--- src/rtl/link_seq_pkg.sv ---
// Shared types for the link bring-up sequencer.
// Assumes: nothing beyond IEEE 1800-2017 enums.
package link_seq_pkg;

    typedef enum logic [1:0] {
        ST_IDLE,
        ST_CLOCK,
        ST_WAIT
    } seq_state_e;

    typedef enum logic [2:0] {
        SEG_FLUSH,
        SEG_PREP,
        SEG_BREAK,
        SEG_ECHO,
        SEG_SETTLE
    } seg_e;

endpackage

--- src/rtl/link_seq_phase.sv ---
// Phase timer: strobes phase_end_o on the last cycle of every clock
// phase while run_i is high, each phase lasting PHASE_CYCLES cycles.
// Assumes: PHASE_CYCLES >= 1; dropping run_i restarts the phase count.
module link_seq_phase #(
    parameter int PHASE_CYCLES = 1
) (
    input  logic clk,
    input  logic rst_n,
    input  logic run_i,
    output logic phase_end_o
);
    localparam int PC_W = (PHASE_CYCLES > 1) ? $clog2(PHASE_CYCLES) : 1;
    localparam logic [PC_W-1:0] LAST = PC_W'(PHASE_CYCLES - 1);

    logic [PC_W-1:0] pc;

    // Count cycles inside a phase and wrap at the end of each phase.
    always_ff @(posedge clk) begin
        if (!rst_n || !run_i) begin
            pc <= '0;
        end else if (pc == LAST) begin
            pc <= '0;
        end else begin
            pc <= pc + 1'b1;
        end
    end

    assign phase_end_o = run_i && (pc == LAST);
endmodule

--- src/rtl/link_seq_count.sv ---
// Event counter: clears on clear_i (which has priority) and steps on incr_i.
// Used both for clock pulses per segment and for microsecond ticks.
// Assumes: the owner never asks for more than 2**W - 1 events.
module link_seq_count #(
    parameter int W = 8
) (
    input  logic         clk,
    input  logic         rst_n,
    input  logic         clear_i,
    input  logic         incr_i,
    output logic [W-1:0] count_o
);
    // Hold, clear or step the event count.
    always_ff @(posedge clk) begin
        if (!rst_n || clear_i) begin
            count_o <= '0;
        end else if (incr_i) begin
            count_o <= count_o + 1'b1;
        end
    end
endmodule

--- src/rtl/link_seq_ctrl.sv ---
// Link bring-up and break sequencer. Drives the link clock, data, drive
// indicator, enable and mux pins through the init flush, the break pattern
// and the link-enable step, and reports busy/done.
// Assumes: one-cycle requests, every pulse count and WAIT_US >= 1,
// us_tick_i is a single-cycle strobe.
module link_seq_ctrl
    import link_seq_pkg::*;
#(
    parameter int PHASE_CYCLES  = 1,
    parameter int INIT_PULSES   = 5000,
    parameter int PREP_PULSES   = 50,
    parameter int BREAK_PULSES  = 256,
    parameter int ECHO_PULSES   = 16,
    parameter int SETTLE_PULSES = 16000,
    parameter int WAIT_US       = 200
) (
    input  logic clk,
    input  logic rst_n,
    input  logic init_req_i,
    input  logic break_req_i,
    input  logic enable_req_i,
    input  logic us_tick_i,
    output logic lclk_o,
    output logic ldata_o,
    output logic ldrive_o,
    output logic lenable_o,
    output logic lmux_o,
    output logic busy_o,
    output logic done_o
);
    localparam int CNT_W  = $clog2(INIT_PULSES + PREP_PULSES + BREAK_PULSES
                                   + ECHO_PULSES + SETTLE_PULSES + 1);
    localparam int WAIT_W = $clog2(WAIT_US + 1);
    localparam logic [WAIT_W-1:0] WAIT_LAST = WAIT_W'(WAIT_US - 1);

    seq_state_e state;
    seg_e       seg;

    logic              phase_end;
    logic [CNT_W-1:0]  pulses;
    logic [WAIT_W-1:0] ticks;
    logic [CNT_W-1:0]  target;
    logic idle, go_init, go_break, go_enable;
    logic seg_full, seg_step, pulse_inc, pulse_clr;
    logic tick_inc, tick_clr, wait_over;

    // Pulse count that closes each segment.
    function automatic logic [CNT_W-1:0] seg_len(input seg_e s);
        case (s)
            SEG_FLUSH:  return CNT_W'(INIT_PULSES);
            SEG_PREP:   return CNT_W'(PREP_PULSES);
            SEG_BREAK:  return CNT_W'(BREAK_PULSES);
            SEG_ECHO:   return CNT_W'(ECHO_PULSES);
            default:    return CNT_W'(SETTLE_PULSES);
        endcase
    endfunction

    // Request arbitration: init over break over link enable, idle only.
    always_comb begin
        idle      = (state == ST_IDLE);
        go_init   = idle && init_req_i;
        go_break  = idle && !init_req_i && break_req_i;
        go_enable = idle && !init_req_i && !break_req_i && enable_req_i;
    end

    // Segment progress and wait-window decoding.
    always_comb begin
        target    = seg_len(seg);
        seg_full  = (pulses == target);
        seg_step  = phase_end && lclk_o && seg_full;
        pulse_inc = phase_end && !lclk_o;
        pulse_clr = go_init || go_break || seg_step;
        tick_inc  = (state == ST_WAIT) && us_tick_i;
        tick_clr  = (state != ST_WAIT);
        wait_over = tick_inc && (ticks == WAIT_LAST);
    end

    link_seq_phase #(
        .PHASE_CYCLES(PHASE_CYCLES)
    ) u_phase (
        .clk        (clk),
        .rst_n      (rst_n),
        .run_i      (state == ST_CLOCK),
        .phase_end_o(phase_end)
    );

    link_seq_count #(
        .W(CNT_W)
    ) u_pulses (
        .clk    (clk),
        .rst_n  (rst_n),
        .clear_i(pulse_clr),
        .incr_i (pulse_inc),
        .count_o(pulses)
    );

    link_seq_count #(
        .W(WAIT_W)
    ) u_ticks (
        .clk    (clk),
        .rst_n  (rst_n),
        .clear_i(tick_clr),
        .incr_i (tick_inc),
        .count_o(ticks)
    );

    // Sequencer state, segment walk and pin registers.
    always_ff @(posedge clk) begin
        if (!rst_n) begin
            state     <= ST_IDLE;
            seg       <= SEG_FLUSH;
            lclk_o    <= 1'b1;
            ldata_o   <= 1'b0;
            ldrive_o  <= 1'b0;
            lenable_o <= 1'b0;
            lmux_o    <= 1'b0;
            busy_o    <= 1'b0;
            done_o    <= 1'b0;
        end else begin
            done_o <= 1'b0;
            case (state)
                ST_IDLE: begin
                    if (go_init) begin
                        state     <= ST_CLOCK;
                        seg       <= SEG_FLUSH;
                        lmux_o    <= 1'b1;
                        lclk_o    <= 1'b1;
                        ldata_o   <= 1'b1;
                        ldrive_o  <= 1'b1;
                        lenable_o <= 1'b0;
                        busy_o    <= 1'b1;
                    end else if (go_break) begin
                        state    <= ST_CLOCK;
                        seg      <= SEG_PREP;
                        lclk_o   <= 1'b1;
                        ldata_o  <= 1'b0;
                        ldrive_o <= 1'b1;
                        busy_o   <= 1'b1;
                    end else if (go_enable) begin
                        lenable_o <= 1'b1;
                        done_o    <= 1'b1;
                    end
                end
                ST_CLOCK: begin
                    if (phase_end) begin
                        if (!lclk_o) begin
                            lclk_o <= 1'b1;
                        end else if (!seg_full) begin
                            lclk_o <= 1'b0;
                        end else begin
                            case (seg)
                                SEG_PREP: begin
                                    seg     <= SEG_BREAK;
                                    ldata_o <= 1'b1;
                                end
                                SEG_BREAK: begin
                                    seg     <= SEG_ECHO;
                                    ldata_o <= 1'b0;
                                end
                                SEG_ECHO: begin
                                    seg <= SEG_SETTLE;
                                end
                                SEG_SETTLE: begin
                                    state <= ST_WAIT;
                                end
                                default: begin
                                    state  <= ST_IDLE;
                                    busy_o <= 1'b0;
                                    done_o <= 1'b1;
                                end
                            endcase
                        end
                    end
                end
                ST_WAIT: begin
                    if (wait_over) begin
                        state  <= ST_IDLE;
                        busy_o <= 1'b0;
                        done_o <= 1'b1;
                    end
                end
                default: begin
                    state  <= ST_IDLE;
                    busy_o <= 1'b0;
                end
            endcase
        end
    end
endmodule

--- config.mk ---
export PLATFORM = sky130hd
export DESIGN_NAME = link_seq_ctrl
export DESIGN_NICKNAME = d
export VERILOG_FILES = /design/src/rtl/link_seq_pkg.sv /design/src/rtl/link_seq_phase.sv /design/src/rtl/link_seq_count.sv /design/src/rtl/link_seq_ctrl.sv
export SDC_FILE = /design/constraint.sdc
export NUM_CORES = 1
export LEC_CHECK = 0
export BUFFER_PORTS_ARGS = -buffer_cell sky130_fd_sc_hd__buf_4
export CAP_MARGIN = 20
export CORE_ASPECT_RATIO = 0.75
export CORE_MARGIN = 3
export CORE_UTILIZATION = 59
export CTS_CLUSTER_SIZE = 25
export DETAILED_ROUTE_END_ITERATION = 16
export PLACE_DENSITY = 0.84
export SKIP_LAST_GASP = 1
export SYNTH_ARGS = -nofsm -noshare
export SYNTH_HDL_FRONTEND = slang
export SYNTH_SLANG_ARGS = --single-unit
export TNS_END_PERCENT = 20
--- constraint.sdc ---
create_clock -name clk -period 2.2 [get_ports clk]
set_input_delay 0.11 -clock clk [delete_from_list [all_inputs] [get_ports clk]]
set_output_delay 0.11 -clock clk [all_outputs]
set_load 0.005 [all_outputs]
==> out/metrics.cfg, run 1 <==
[yosys]
yosysSeqAreaShare_pct=38.0
synth_commonest_cells=nor2_1 (43), dfxtp_1 (36), nand2_1 (17)
synth.most_common_cell=nor2_1
syn_area_um2=1900
avgSynthCellArea_um2=8.54
synthCells=222
synthTopCellsByArea=dfxtp_1 (38%), nor2_1 (8.5%), xnor2_1 (6.9%), xor2_1 (4.2%), nand2_1 (3.4%)
synth.distinct_cells=51
syn-num-nets=230
ys.warnings.count=0
synth_ff_type=dfxtp_1
yosys.area.top_type=dfxtp_1
yosysTopAreaCellShare_pct=38.0
synth-async-reset-ratio_pct=0
synth-edff-count=0
ys_seq_elements=36

[die]
initial_core_util_pct=63.2
std_cell_rows=17
dieArea_um2=3940
io_pins=13
die_h_um=55.1
core_um2=3000
die_w_um=71.5

[clock_tree]
hold_buffers=0
path_clk_slew_ns=0.07
clock_latency_ns=0.29
cts_buffers=5
cts_tree=built
clkSinkCount=36
ctsLongestPathBuffers=2
cts_setup_buffers=0
cts_root_buffer=clkbuf_8
cts.htree.levels=2

[drt]
drtIter0Drc=122
drc=0
avgViaCountPerCell=5.61
ant_nets=0
drt-pass1-iter-count=5
routed_wirelength_um=3880
avgRoutedWirePerCell_um=13.7
vias=1589

[grt]
grt_pass1_vias=1456
grt_pass1_wl_um=6680
antenna_found_initial=0
track_usage_pct=22.4
globalRouteOverflowTotal=0
grt_max_degree=16

[placement]
globalplace.congestion=0.818
hpwl_um=2810
dp_slack_ns=0.114
portBuffers=12
placed_cell_area_um2=2070

[sta]
relSlewSlack_pct=51.7
fin_crit_sh_pct=92.9
min_period_ns=2.04
finalHoldViolCount=0
skew_ns=0.00869
finalHoldWorstSlack_ns=0.0379
fmax_ghz=0.489
grt_setup_unrepaired=false
setup_tns_ns=0
worstMarginPinSlew_ns=0.717
layout_setup_ws_ns=0.156
final-setup-viol-count=0
drv_slew=0

[worst_setup_path]
reg2regPathDepth=5
rrSetupSlack_ns=0.16
critPathLaunch=seg[2]
r2r_end=seg[1]
arrival_ns=2.24
end_kind=register
r2r_start=seg[2]
startpoint_type=register
required_ns=2.40
cp_max_fo=11
critPathKind=reg -> reg

[min_path]
worstHoldPathCells=2
whs_endpoint=lenable_o
hp-class=in -> reg
holdCritStartpoint=init_req_i

[power_and_ir_drop]
irDropWorstVdd_mv=0.564
p_per_area_nw_per_um2=623
leakagePower_nw=0.790
power_mw=1.35

[layout]
fin_nets=252
diodes=0
area.growth.synth_to_final_pct=14.3
design_area_um2=2170
drive_above_1_share_pct=15.9

[job]
maxCapViolCount=0

[status]
status=complete, no violations

[cell families (layout without fill, tap and decap cells)]
family	count (synthesis)	after routing	share of synthesized area (%)
simple gates	114	114	32.0
flops	36	36	38.0
compound gates	28	28	12.0
xor+xnor	24	24	11.1
buf+inv	13	36	3.23
mux	4	4	2.11
fa+ha+maj	2	2	1.32
other cells	1	1	0.198
[metrics by stage]
step                std cells  util [%]
finish                    283      72.2
floorplan                 222         -
CTS                       283      72.1
global placement          275      69.1
global route              283      72.2
detailed placement        275      69.1
[metal layers]
| metal | vias to the layer above | wire, µm | global-route usage (%) |
|---|---|---|---|
| met4 | 0 | 78 | 11.9 |
| met3 | 8 | 197 | 6.50 |
| li1 | 822 | - | - |
| met1 | 726 | 2030 | 31.0 |
| met5 | - | 0 | 0 |
| met2 | 33 | 1580 | 31.3 |
[sequential cells by signal (all words and copies together) (netlist names), 2 cells and up]
signal,count
state,2
u_ticks.count_o,8
seg,3
u_pulses.count_o,15
[worst max-delay path by stage]
stage / endpoint / slack [ns]
after global placement: seg[2] / 0.19
after CTS: seg[1] / 0.09
after floorplan: done_o / 0.21
after global routing: seg[2] / 0.05
final: seg[1] / 0.16
after detailed placement: seg[1] / 0.11
[report_power, final]
part           internal (mW)  total (mW)  switching [mW]
combinational         0.0809       0.182           0.101
clock                  0.255       0.482           0.227
sequential             0.671       0.686          0.0150
[worst max-delay path, stage by stage, from the launching register on]
cell	delay [ns]
dfxtp_2	0.38
or4b_4	0.57
a31oi_4	0.21
nand4_4	0.15
or3_1	0.39
a221oi_1	0.24
[layout make-up]
type | instances | area [µm²]
Sequential cell | 36 | 723
Timing Repair Buffer | 23 | 173
Inverter | 5 | 18.8
Fill cell | 237 | 833
Tap cell | 38 | 47.5
Multi-Input combinational cell | 173 | 1110
Clock buffer | 8 | 90.1
[timing repair]
action                     in CTS  in global routing
setup endpoints to repair       0                  4
gates resized for setup         0                  2
hold endpoints to repair        0                  0
[cell usage in the layout (no fill, tap or decap), types with 2 or more instances in the layout]
master and instances:
xnor2_1 15, nor2_1 43, dfxtp_2 2, nand2_1 17
ha_1 2, or3_1 4, nor3_1 4, and2_1 3
dfxtp_1 34, nand3_1 12, and4_1 2, inv_1 4
a21oi_1 6, clkbuf_8 6, nor2b_1 2, or4bb_1 2
buf_4 23, xor2_1 9, nand4_1 5, and3_1 6
or4_1 4, clkbuf_1 2, nor4_1 2, o21bai_1 2
o21ai_0 3, a221oi_1 2, mux2i_1 4
Power figures use the tool's default switching activity.
==> inputs of run 2 (changes only) <==
--- a/config.mk
+++ b/config.mk
@@ -13,8 +13,8 @@
 export CTS_CLUSTER_SIZE = 25
 export DETAILED_ROUTE_END_ITERATION = 16
 export PLACE_DENSITY = 0.84
+export RECOVER_POWER = 100
 export SKIP_LAST_GASP = 1
 export SYNTH_ARGS = -nofsm -noshare
 export SYNTH_HDL_FRONTEND = slang
 export SYNTH_SLANG_ARGS = --single-unit
-export TNS_END_PERCENT = 20
==> constraint.sdc (replaced) <==
create_clock -name clk -period 2.2 [get_ports clk]
set_input_delay 0.11 -clock clk [delete_from_list [all_inputs] [get_ports clk]]
set_output_delay 0.11 -clock clk [all_outputs]
set_load 0.05 [all_outputs]
==> run 2 against run 1 <==
  * Critical path depth unchanged
  * Worst hold slack improved by 0.0010 ns
  * Clock power about the same
  * Final area decreased by 2.4%
==> out/metrics.cfg, run 2 (same netlist as run 1, synthesis figures left out) <==
[die]
core_um2=3000  ; unchanged
dieArea_um2=3940  ; unchanged
die_h_um=55.1  ; unchanged
std_cell_rows=17  ; unchanged
initial_core_util_pct=63.2  ; unchanged
die_w_um=71.5  ; unchanged
io_pins=13  ; unchanged

[min_path]
holdCritStartpoint=init_req_i
worstHoldPathCells=2  ; unchanged
whs_endpoint=lenable_o
hp-class=in -> reg

[worst_setup_path]
reg2regPathDepth=5  ; unchanged
startpoint_type=register
arrival_ns=2.28  ; +0.04 ns
critical_path.max_stage_delay_ns=0.60  ; +0.03 ns
r2r_start=seg[2]
r2r_end=done_o
crit_chain=or4b_1 > a31oi_4 > nand4_4 > or3_1 > a221oi_1
critPathBufInv=0  ; unchanged
critPathKind=reg -> reg
required_ns=2.40  ; about the same
cp_slowest_cell=or4b_1
cp_max_fo=11  ; unchanged
rrSetupSlack_ns=0.12  ; -0.04 ns
crit_cells=5  ; unchanged
crit_family=simple AND/OR/NAND/NOR gates
end_kind=register

[drt]
ant_nets=0  ; unchanged
drtIter0Drc=116  ; -4.9%
vias=1595  ; +0.38%
avgRoutedWirePerCell_um=13.6  ; -0.67%
avgViaCountPerCell=5.64  ; +0.38%
drc=0  ; unchanged
drt-pass1-iter-count=4  ; -1
routed_wirelength_um=3850  ; -0.67%

[sta]
drv_slew=0  ; unchanged
final-setup-viol-count=0  ; unchanged
setup_tns_ns=0  ; unchanged
fmax_ghz=0.480  ; -2.0%
finalHoldViolCount=0  ; unchanged
relSlewSlack_pct=51.9  ; +0.19 points
fin_crit_sh_pct=94.7  ; +1.8 points
worstMarginPinSlew_ns=0.715  ; -0.00280 ns
grt_setup_unrepaired=false
min_period_ns=2.08  ; +0.0407 ns
skew_ns=0.00857  ; -0.000124 ns

[power_and_ir_drop]
clkPwrFrac_pct=35.0  ; -0.7 points
p_per_area_nw_per_um2=652  ; +4.6%
power.internal_uw=993  ; -1.4%
pwr-share-comb_pct=15.3  ; +1.8 points
seq_power_share_pct=49.7  ; -1.1 points
irDropWorstVdd_mv=0.582  ; +3.1%
p_switching_uw=384  ; +12%
power_mw=1.38  ; +2.1%
leakagePower_nw=0.748  ; -5.4%
switching_share_pct=27.9  ; +2.5 points

[layout]
drive_above_1_share_pct=11.0  ; -4.9 points
design_area_um2=2110  ; -2.4%
diodes=0  ; unchanged
final_cell_mix=nor2_1 (43), dfxtp_1 (34), nand2_1 (17)
fin_nets=252  ; unchanged
layout_commonest_cell=nor2_1
area.growth.synth_to_final_pct=11.5
fillCellCount=254  ; +7.2%
top_register=u_pulses.count_o
top_regs=u_pulses.count_o x15, u_ticks.count_o x8, seg x3
fin_util_pct=70.5  ; -1.8 points
largest_register_ffs=15  ; unchanged

[clock_tree]
path_clk_slew_ns=0.07  ; about the same
cts.htree.levels=2  ; unchanged
ctsLongestPathBuffers=2  ; unchanged
hold_buffers=0  ; unchanged
cts_root_buffer=clkbuf_8
cts_tree=built
cts_setup_buffers=0  ; unchanged
cts_buffers=5  ; unchanged
post_cts_resized=0  ; unchanged
clkSinkCount=36  ; unchanged
clock_latency_ns=0.29  ; about the same

[grt]
track_usage_pct=22.4  ; unchanged
grt_pass1_wl_um=6680  ; unchanged
globalRouteOverflowTotal=0  ; unchanged
grt_pass1_vias=1456  ; unchanged
grt_max_degree=16  ; unchanged
antenna_found_initial=0  ; unchanged

[job]
maxCapViolCount=0  ; unchanged

[placement]
portBuffers=12  ; unchanged
globalplace.congestion=0.818  ; unchanged
hpwl_um=2810  ; unchanged
placed_cell_area_um2=2070  ; unchanged

[status]
status=complete, no violations

==> run 2: how the worst max path moves through the flow <==
stage / to / slack (ns) / from
after floorplan: done_o / 0.03 / lclk_o
after global placement: seg[2] / 0.19 / seg[2]
after detailed placement: seg[1] / 0.11 / seg[2]
after CTS: seg[1] / 0.09 / seg[2]
after global routing: u_pulses.count_o[7] / 0.02 / u_pulses.count_o[8]
final: done_o / 0.12 / seg[2]
==> run 2: worst reg2reg max path: stages (launching register included) <==
cell      delay (ns)
dfxtp_2         0.37
or4b_1          0.60
a31oi_4         0.23
nand4_4         0.15
or3_1           0.38
a221oi_1        0.26
==> run 2: per-layer routing <==
metal	track usage [%]	share of wire [%]
met5	0	0
met4	11.9	2.0
met3	6.50	5.1
met2	31.3	41
met1	31.0	52
==> run 2: power groups by stage <==
stage | Sequential [mW] | Combinational [mW] | Clock (mW)
final | 0.685 | 0.210 | 0.482
after floorplan | 0.740 | 0.120 | 0
after global placement | 0.699 | 0.223 | 0
after CTS | 0.686 | 0.226 | 0.495
after detailed placement | 0.700 | 0.225 | 0
after global routing | 0.688 | 0.229 | 0.524
==> run 2: layout make-up <==
class	instances	area [µm²]	area share, %
multi-input combinational	173	1100	52.2
tap	38	47.5	2.25
timing repair buffer	23	130	6.16
inverter	5	18.8	0.888
sequential	36	723	34.2
clock buffer	8	90.1	4.26
==> run 2: per-stage QoR <==
| stage | hold WS (ns) | setup slack (ns) | cells |
|---|---|---|---|
| 2_1_floorplan | 0.206 | 0.0278 | 222 |
| 3_3_place_gp | 0.345 | 0.194 | 275 |
| 3_5_place_dp | 0.346 | 0.114 | 275 |
| 4_1_cts | 0.0257 | 0.0938 | 283 |
| 5_1_grt | 0.0475 | 0.0242 | 283 |
| 6_report | 0.0390 | 0.116 | 283 |
